==> config.mk <==
export PLATFORM = sky130hd
export DESIGN_NAME = equal_dispatch
export DESIGN_NICKNAME = d
export VERILOG_FILES = /design/src/rtl/equal_dispatch_pkg.sv /design/src/rtl/equal_dispatch_cnt_bank.sv /design/src/rtl/equal_dispatch_pick.sv /design/src/rtl/equal_dispatch_ctrl.sv /design/src/rtl/equal_dispatch.sv
export SDC_FILE = /design/constraint.sdc
export NUM_CORES = 1
export LEC_CHECK = 0
export ABC_AREA = 1
export BUFFER_PORTS_ARGS = -buffer_cell sky130_fd_sc_hd__buf_2
export CORE_MARGIN = 2
export CORE_UTILIZATION = 25
export DETAILED_ROUTE_END_ITERATION = 10
export GPL_ROUTABILITY_DRIVEN = 0
export SYNTH_ARGS = -nofsm -noshare
export SYNTH_HDL_FRONTEND = slang
export SYNTH_SLANG_ARGS = --single-unit
==> constraint.sdc <==
create_clock -name clk -period 8.2 [get_ports clk]
set_input_delay 0.41 -clock clk [delete_from_list [all_inputs] [get_ports clk]]
set_output_delay 0.41 -clock clk [all_outputs]
set_load 0.1 [all_outputs]
==> src/rtl/equal_dispatch_pkg.sv <==
package equal_dispatch_pkg;

  // Action taken for the cell presented in the current cycle.
  typedef enum logic [1:0] {
    DISP_IDLE = 2'd0,
    DISP_SEND = 2'd1,
    DISP_HOLD = 2'd2
  } disp_act_e;

endpackage

==> src/rtl/equal_dispatch_cnt_bank.sv <==
module equal_dispatch_cnt_bank #(
  parameter int NUM_OUT   = 8,
  parameter int NUM_PLANE = 4,
  parameter int CNT_W     = 3,
  parameter int DST_W     = 3,
  parameter int PLANE_W   = 2
) (
  input  logic                              clk,
  input  logic                              rst,
  input  logic [DST_W-1:0]                  row_sel,
  output logic [NUM_PLANE-1:0][CNT_W-1:0]   row_cnt,
  input  logic                              upd_en,
  input  logic [PLANE_W-1:0]                upd_plane
);

  localparam logic [CNT_W-1:0] CNT_MAX = '1;

  // One row of K counters per output port.
  logic [NUM_OUT-1:0][NUM_PLANE-1:0][CNT_W-1:0] tally_q;
  logic [NUM_PLANE-1:0][CNT_W-1:0]              row_inc;
  logic [NUM_PLANE-1:0][CNT_W-1:0]              row_nxt;
  logic                                         row_full;

  assign row_cnt = tally_q[row_sel];

  // Saturating bump of the chosen plane, then relative rebase of the row.
  always_comb begin
    row_inc = row_cnt;
    if (row_cnt[upd_plane] != CNT_MAX)
      row_inc[upd_plane] = row_cnt[upd_plane] + 1'b1;
    row_full = 1'b1;
    for (int p = 0; p < NUM_PLANE; p++)
      if (row_inc[p] == '0) row_full = 1'b0;
    row_nxt = row_inc;
    if (row_full)
      for (int p = 0; p < NUM_PLANE; p++)
        row_nxt[p] = row_inc[p] - 1'b1;
  end

  always_ff @(posedge clk) begin
    if (rst) begin
      tally_q <= '0;
    end else if (upd_en) begin
      tally_q[row_sel] <= row_nxt;
    end
  end


  // no update request leaves every counter of every output untouched
  hold_when_idle_chk: assert property (@(posedge clk) disable iff (rst)
    !upd_en |=> $stable(tally_q));

  genvar gd, gp;
  generate
    for (gd = 0; gd < NUM_OUT; gd++) begin : g_row
      logic [NUM_PLANE-1:0] nz;
      for (gp = 0; gp < NUM_PLANE; gp++) begin : g_col
        assign nz[gp] = (tally_q[gd][gp] != '0);
      end

      // after any edge, at least one counter of each output sits at zero
      rebased_row_chk: assert property (@(posedge clk) disable iff (rst)
        !(&nz));
    end
  endgenerate

endmodule

==> src/rtl/equal_dispatch_pick.sv <==
module equal_dispatch_pick #(
  parameter int NUM_PLANE = 4,
  parameter int CNT_W     = 3,
  parameter int PLANE_W   = 2
) (
  input  logic [NUM_PLANE-1:0][CNT_W-1:0] cnt,
  input  logic [NUM_PLANE-1:0]            avail,
  output logic                            found,
  output logic [PLANE_W-1:0]              idx
);

  logic [CNT_W-1:0] best;

  // Linear scan: a strict less-than keeps the lowest index on ties.
  always_comb begin
    found = 1'b0;
    idx   = '0;
    best  = '0;
    for (int p = 0; p < NUM_PLANE; p++) begin
      if (avail[p] && (!found || cnt[p] < best)) begin
        found = 1'b1;
        idx   = PLANE_W'(p);
        best  = cnt[p];
      end
    end
  end

endmodule

==> src/rtl/equal_dispatch_ctrl.sv <==
module equal_dispatch_ctrl
  import equal_dispatch_pkg::*;
(
  input  logic      cell_vld,
  input  logic      any_plane,
  output disp_act_e act
);

  always_comb begin
    if (!cell_vld)      act = DISP_IDLE;
    else if (any_plane) act = DISP_SEND;
    else                act = DISP_HOLD;
  end

endmodule

==> src/rtl/equal_dispatch.sv <==
module equal_dispatch
  import equal_dispatch_pkg::*;
#(
  parameter int NUM_OUT   = 8,
  parameter int NUM_PLANE = 4,
  parameter int CNT_W     = 3,
  parameter int DST_W     = (NUM_OUT > 1) ? $clog2(NUM_OUT) : 1,
  parameter int PLANE_W   = (NUM_PLANE > 1) ? $clog2(NUM_PLANE) : 1
) (
  input  logic                 clk,
  input  logic                 rst,
  input  logic                 cell_vld,
  input  logic [DST_W-1:0]     cell_dst,
  input  logic [NUM_PLANE-1:0] plane_avail,
  output logic [PLANE_W-1:0]   sel_plane,
  output logic                 sel_vld,
  output logic                 stall
);

  logic [NUM_PLANE-1:0][CNT_W-1:0] row_cnt;
  logic                            found;
  disp_act_e                       act;

  equal_dispatch_cnt_bank #(
    .NUM_OUT(NUM_OUT), .NUM_PLANE(NUM_PLANE), .CNT_W(CNT_W),
    .DST_W(DST_W), .PLANE_W(PLANE_W)
  ) u_bank (
    .clk(clk), .rst(rst), .row_sel(cell_dst), .row_cnt(row_cnt),
    .upd_en(sel_vld), .upd_plane(sel_plane)
  );

  equal_dispatch_pick #(
    .NUM_PLANE(NUM_PLANE), .CNT_W(CNT_W), .PLANE_W(PLANE_W)
  ) u_pick (
    .cnt(row_cnt), .avail(plane_avail), .found(found), .idx(sel_plane)
  );

  equal_dispatch_ctrl u_ctrl (
    .cell_vld(cell_vld), .any_plane(found), .act(act)
  );

  assign sel_vld = (act == DISP_SEND);
  assign stall   = (act == DISP_HOLD);

  // Independent recheck of the chosen plane against every available one.
  logic min_bad;
  always_comb begin
    min_bad = 1'b0;
    for (int p = 0; p < NUM_PLANE; p++) begin
      if (plane_avail[p] && row_cnt[p] < row_cnt[sel_plane]) min_bad = 1'b1;
      if (plane_avail[p] && row_cnt[p] == row_cnt[sel_plane] &&
          PLANE_W'(p) < sel_plane) min_bad = 1'b1;
    end
  end


  quiet_when_idle_chk: assert property (@(posedge clk) disable iff (rst)
    !cell_vld |-> (!sel_vld && !stall));


  lowest_count_chk: assert property (@(posedge clk) disable iff (rst)
    sel_vld |-> !min_bad);


  masked_plane_chk: assert property (@(posedge clk) disable iff (rst)
    sel_vld |-> plane_avail[sel_plane]);


  hold_no_plane_chk: assert property (@(posedge clk) disable iff (rst)
    (cell_vld && plane_avail == '0) |-> (stall && !sel_vld));

endmodule

# == Word-level counts from Yosys, hierarchy flattened ==
# Cells that the tools add are included.
# classes
n_addsub,5
order_cmp,7
n_eq_ne,3
mux,28
reduce_logical,15
# op_table
op,count
96-bit bitwise mux,1
12-bit two-way mux,4
12-bit binary-select mux with 3-bit select,1
12-bit demux with 3-bit select,1
3-bit two-way mux,5
12-bit bitwise mux,1
3-bit zero test,4
"3-bit by 1-bit subtractor with 3-bit output, second input constant",4
3-bit less-than comparator,3
1-bit two-way mux,9
2-bit two-way mux,4
3-bit binary-select mux with 2-bit select,1
3-bit demux with 2-bit select,1
1-bit logical AND,5
"3-bit by 4-bit less-than comparator with 1-bit output, second input constant",1
"3-bit by 1-bit adder with 3-bit output, second input constant",1
"3-bit by 1-bit >= comparator with 1-bit output, second input constant",1
1-bit zero test,3
1-bit logical OR,3
"2-bit by 3-bit less-than comparator with 1-bit output, second input constant",1
"3-bit inequality test, second input constant",1
"2-bit by 1-bit == test with 1-bit output, second input constant",1
"2-bit == test, second input constant",1
"2-bit by 1-bit >= comparator with 1-bit output, second input constant",1
# totals
register_bits,96
input_bits,10
output_inout_bits,4
word_cells,90

# == Depth between registers and ports, before layout ==
# logic_depth
word_depth,28
mapped_depth,58
ltp_nobuf,55

# == Modules after synthesis ==
# Synthesis repeated with hierarchy kept, for this count alone.
# unflattened
hier_cells,1002
hier_area_um2,6103.4
# by_module_without_submodules
mod,instances,cells_each,area_each_um2,seq_area_each_um2
equal_dispatch_cnt_bank,1,937,5760.5,1921.8
equal_dispatch_pick,1,57,310.3,0.0
equal_dispatch_ctrl,1,4,17.5,0.0
equal_dispatch,1,4,15.0,0.0

# == Least setup slack after synthesis ==
# Ideal clock, no wire load.
# synth_timing
path_type,input port to flip-flop
from,input port cell_dst[2]
to,register u_bank.tally_q[7] (netlist bit)
setup_ns,0.116
arrival_ns,7.628
t_required_ns,8.084
setup_slack_ns,0.455
stages,54
n_path_buf,3
path_cell_list,buf_2 -> inv_2 -> nor3_1 -> a221oi_1 -> nand2_1 -> inv_1 -> nor2_1 -> inv_1 -> ha_1 -> inv_1 -> nor2_1 -> nand2_1 -> nand2_1 -> nand2_1 -> nand2_2 -> inv_1 -> o21ai_0 -> inv_1 -> [... 18 more ...] -> o21ai_0 -> o21ai_0 -> ha_1 -> nor2_1 -> nand2_1 -> inv_2 -> nand4_1 -> nand2_1 -> ha_1 -> ha_1 -> nor4_1 -> inv_1 -> clkbuf_1 -> buf_2 -> nand3_1 -> nand3_1 -> o211ai_1 -> inv_1
# synth_via
elab_chain_len,28
word_cells_on_any_way,52
classes_between,2 x add/sub; 7 x order compare; 2 x eq/ne; 27 x mux; 14 x reduce/logical
# synth_lines
item,line,source
start: declaration,equal_dispatch.sv:13,"input logic [DST_W-1:0] cell_dst,"
12-bit binary-select mux with 3-bit select (*),equal_dispatch_cnt_bank.sv:24,assign row_cnt = tally_q[row_sel];
12-bit two-way mux (not written as such) (*),equal_dispatch_cnt_bank.sv:24,
3-bit two-way mux,equal_dispatch_pick.sv:20,if (avail[p] && (!found || cnt[p] < best)) begin
3-bit less-than comparator,equal_dispatch_pick.sv:20,
1-bit logical OR,equal_dispatch_pick.sv:20,
1-bit logical AND,equal_dispatch_pick.sv:20,
3-bit two-way mux or 1-bit two-way mux (tied branches),equal_dispatch_pick.sv:20,
3-bit less-than comparator or 1-bit zero test (tied branches),equal_dispatch_pick.sv:20,
[... 7 more ...],-,
net sel_plane[0],equal_dispatch.sv:15,"output logic [PLANE_W-1:0] sel_plane,"
[... 2 more ...],-,
3-bit two-way mux (not written as such),equal_dispatch_cnt_bank.sv:30,row_inc[upd_plane] = row_cnt[upd_plane] + 1'b1;
3-bit demux with 2-bit select,-,
12-bit bitwise mux,equal_dispatch_cnt_bank.sv:30,
12-bit two-way mux (*),equal_dispatch_cnt_bank.sv:29,if (row_cnt[upd_plane] != CNT_MAX)
3-bit zero test,equal_dispatch_cnt_bank.sv:33,if (row_inc[p] == '0) row_full = 1'b0;
1-bit two-way mux (4 in series),equal_dispatch_cnt_bank.sv:33,
12-bit two-way mux (*),equal_dispatch_cnt_bank.sv:35,if (row_full)
96-bit bitwise mux (*),equal_dispatch_cnt_bank.sv:44,tally_q[row_sel] <= row_nxt;
end signal: indexed assignment,equal_dispatch_cnt_bank.sv:44,
end: declaration,equal_dispatch_cnt_bank.sv:19,logic [NUM_OUT-1:0][NUM_PLANE-1:0][CNT_W-1:0] tally_q;
# The timed path passes the listed nets; every way through them passes the cells marked *. The select of a mux whose other input is x is not followed.
# A chain may end at the register's enable or synchronous reset.

# == Final worst setup path ==
# layout_timing
from,input port cell_dst[1]
to,register u_bank.tally_q[67] (netlist bit)
# layout_via
elab_chain_len,28
word_cells_on_any_way,52
classes_between,2 x add/sub; 7 x order compare; 2 x eq/ne; 27 x mux; 14 x reduce/logical
# layout_lines
item,line
12-bit binary-select mux with 3-bit select,equal_dispatch_cnt_bank.sv:24
12-bit two-way mux (not written as such),equal_dispatch_cnt_bank.sv:24
3-bit two-way mux,equal_dispatch_pick.sv:20
3-bit less-than comparator,equal_dispatch_pick.sv:20
1-bit logical OR,equal_dispatch_pick.sv:20
1-bit logical AND,equal_dispatch_pick.sv:20
3-bit two-way mux or 1-bit two-way mux (tied branches),equal_dispatch_pick.sv:20
3-bit less-than comparator or 1-bit zero test (tied branches),equal_dispatch_pick.sv:20
[... 9 more ...],-
3-bit two-way mux (not written as such),equal_dispatch_cnt_bank.sv:30
3-bit demux with 2-bit select,-
12-bit bitwise mux,equal_dispatch_cnt_bank.sv:30
12-bit two-way mux,equal_dispatch_cnt_bank.sv:29
3-bit zero test,equal_dispatch_cnt_bank.sv:33
1-bit two-way mux (4 in series),equal_dispatch_cnt_bank.sv:33
12-bit two-way mux,equal_dispatch_cnt_bank.sv:35
96-bit bitwise mux,equal_dispatch_cnt_bank.sv:44
# Parallel ways exist; a longest one is shown, timed or not. The select of a mux whose other input is x is not followed.

==> flow_metrics.env <==
export IMPL_power_density_mw_per_mm2=209.1
export IMPL_crit_type="in2reg"
export IMPL_cts_sinks=96
export IMPL_post_drt_wl_per_cell_um=14.13
export IMPL_cpMaxStageDelayCell="or2_2"
export IMPL_cts_buffer_depth=2
export IMPL_dr_pass1_iters=7
export IMPL_syn_area_per_cell_um2=6.574
export IMPL_synth_top_cells_by_area="dfxtp_1 34%, nand2_1 13%, inv_1 12%"
export IMPL_multiInputGateArea_mm2=0.002918
export IMPL_syn_area_mm2=0.005673
export IMPL_period_minus_slack_ns=7.392
export IMPL_placed_area_mm2=0.006060
export IMPL_cts_made_buffers=9
export IMPL_cts_htree_levels=3
export IMPL_start_util_pct=25.29
export IMPL_largest_reg_flops=96
export IMPL_drcViolationCount=0
export IMPL_stdcell_area_mm2=0.006396
export IMPL_combPwrFrac_pct=28.4
export IMPL_internal_power_mw=0.8655
export IMPL_worst_pin_slew_ns=1.152
export IMPL_coreArea_mm2=0.02243
export IMPL_tns_ns=0
export IMPL_place_ws_ns=0.2138
export IMPL_hp_class="reg2reg"
export IMPL_clk_pin_slew_ns=0.06
export IMPL_skew_ns=0.005343
export IMPL_ys_ff_latch=96
export IMPL_maxCapViolations=0
export IMPL_finalMaxSlewViolations=0
export IMPL_drtIter0Drc=492
export IMPL_synth_edff_count=0
export IMPL_grtUsageTotal_pct=13.83
export IMPL_power_frac_seq_pct=36.8
export IMPL_status="complete, no violations"
export IMPL_grt_max_degree=71
export IMPL_post_cts_buffers=0
export IMPL_netSwitchingFraction_pct=35.30
export IMPL_port_buffers=13
export IMPL_crit_fanout=20
export IMPL_synth_top_area_cell="dfxtp_1"
export IMPL_startpoint_type="primary input"
export IMPL_n_antenna_cell=0
export IMPL_finalPower_mw=1.338
export IMPL_postCtsHoldBufs=0
export IMPL_worstSetupEndpointType="register"
export IMPL_antenna_left=0
export IMPL_setup_slack_ns=0.8076
export IMPL_synth_cells=863
export IMPL_io_pins=14
export IMPL_ys_seq_area_share_pct=33.88
export IMPL_yosys_warnings=0
export IMPL_cp_required_ns=8.50
export IMPL_drt_total_wl_mm=16.29
export IMPL_fmax_ghz=0.1353
export IMPL_grt_first_pass_wirelength_mm=26.14
export IMPL_vdd_drop_max_uv=110.8
export IMPL_ys_flop_type="dfxtp_1"
export IMPL_die_w_um=154.6
export IMPL_holdWs_ns=0.5064
export IMPL_synthArstFlopShare_pct=0
export IMPL_clock_root_buffer="clkbuf_16"
export IMPL_setup_viol=0
export IMPL_fin_crit_sh_pct=90.15
export IMPL_regArea_mm2=0.001922
export IMPL_antenna_found_initial=0
export IMPL_rsz0062_at_grt="false"
export IMPL_worstPathArrival_ns=7.69
export IMPL_cpPeakStageDelay_ns=0.42
export IMPL_fin_nets=889
export IMPL_drive_above_1_share_pct=9.447
export IMPL_overflow=0
export IMPL_dp_hpwl_mm=11.52
export IMPL_reg_top3="u_bank.tally_q x96"
export IMPL_rows=55
export IMPL_area_delta_synth_final_pct=12.75
export IMPL_synthDistinctLibCells=29
export IMPL_p_switching_mw=0.4722
export IMPL_clkPwrFrac_pct=34.8
export IMPL_post_cts_resized=0
export IMPL_relSlewSlack_pct=23.10
export IMPL_die_h_um=154.6
export IMPL_cts_tree="yes"
export IMPL_synth_top_area_share_pct=33.88
export IMPL_hold_viol=0
export IMPL_grt_pass1_vias=4860
export IMPL_syn_nets=888
export IMPL_clkLatencyLatePin_ns=0.36
export IMPL_fillers=2491
export IMPL_vias=5412
export IMPL_routed_via_density=4.694
export IMPL_dieArea_mm2=0.02391
export IMPL_regMostFlops="u_bank.tally_q"
export IMPL_p_leak_nw=3.271
-- worst paths after layout --
kind                                          from            endpoint  slack [ns]  depth (start not counted)
worst min-delay path            u_bank.tally_q[55]  u_bank.tally_q[55]        0.51                          2
worst max register to register  u_bank.tally_q[14]  u_bank.tally_q[67]        1.24                         50
worst min register to register  u_bank.tally_q[55]  u_bank.tally_q[55]        0.51                          2
worst max-delay path                   cell_dst[1]  u_bank.tally_q[67]        0.81                         51
-- power by group through the flow --
stage / Sequential (mW) / Combinational (mW) / Clock [mW]
global placement: 0.502 / 0.372 / 0
CTS: 0.492 / 0.375 / 0.474
detailed placement: 0.502 / 0.373 / 0
global route: 0.494 / 0.423 / 0.489
finish: 0.492 / 0.380 / 0.466
floorplan: 0.500 / 0.281 / 0
-- stage by stage --
step	util, %	cells
after detailed placement	27.01	1138
after floorplan	-	863
after global placement	27.01	1138
final	28.51	1153
after global routing	28.51	1153
after CTS	28.44	1153
-- layout by cell type, fill, tap and decap left out, types with 2 or more instances in the layout --
master,n
a22o_1,2
inv_2,6
clkbuf_16,9
nand2_1,202
o2bb2ai_1,2
a21oi_1,30
buf_4,16
buf_2,12
or2_2,8
nand4_1,10
nor2_1,24
bufinv_16,2
dfxtp_1,96
nand3_1,118
nand2_4,2
nor2_2,5
nand2_2,10
clkbuf_8,2
a221oi_1,13
ha_1,15
o211ai_1,34
o22ai_1,12
nand3_2,5
o21ai_0,7
o21a_1,40
nor3_2,2
inv_1,178
-- synthesized netlist by cell type (all sizes together) (7+ instances only) --
library cell and number:
dfxtp 96, ha 15, o211ai 34, inv 184, or2 8, o21ai 7, nand4 10, nor2 29
a21oi 30, clkbuf 25, a221oi 13, nand2 214, nand3 123, o22ai 12, buf 14, o21a 40
-- cells by family after synthesis --
kind of cell,synth area share (%)
buffers and inverters,15.04
adder cells (fa/ha/maj),3.308
AND/OR/NAND/NOR,30.77
flip-flops,33.88
AO/OA/AOI/OAI,17.00
-- critical path: cells and delay by family --
kind	cells	cell delay (ns)
adders and majority gates	7	1.70
AOI/OAI and AO/OA	7	1.11
buffers and inverters	13	1.47
and+or+nand+nor	24	3.00
-- area by class of cell --
cell class	instances	area share, %
Clock inverter	3	1.017
Sequential cell	96	30.05
Timing Repair Buffer	29	2.934
Clock buffer	12	4.010
Inverter	184	10.80
Multi-Input combinational cell	544	45.62
Tap cell	285	5.575
-- routing by layer --
metal	wire length, um	vias to the layer above	GRT usage [%]
met4	350	0	5.247
met5	0	-	0
met3	929	24	2.410
li1	-	2771	-
met1	7838	2474	19.48
met2	7169	143	21.05
(Power assumes the default switching activity.)
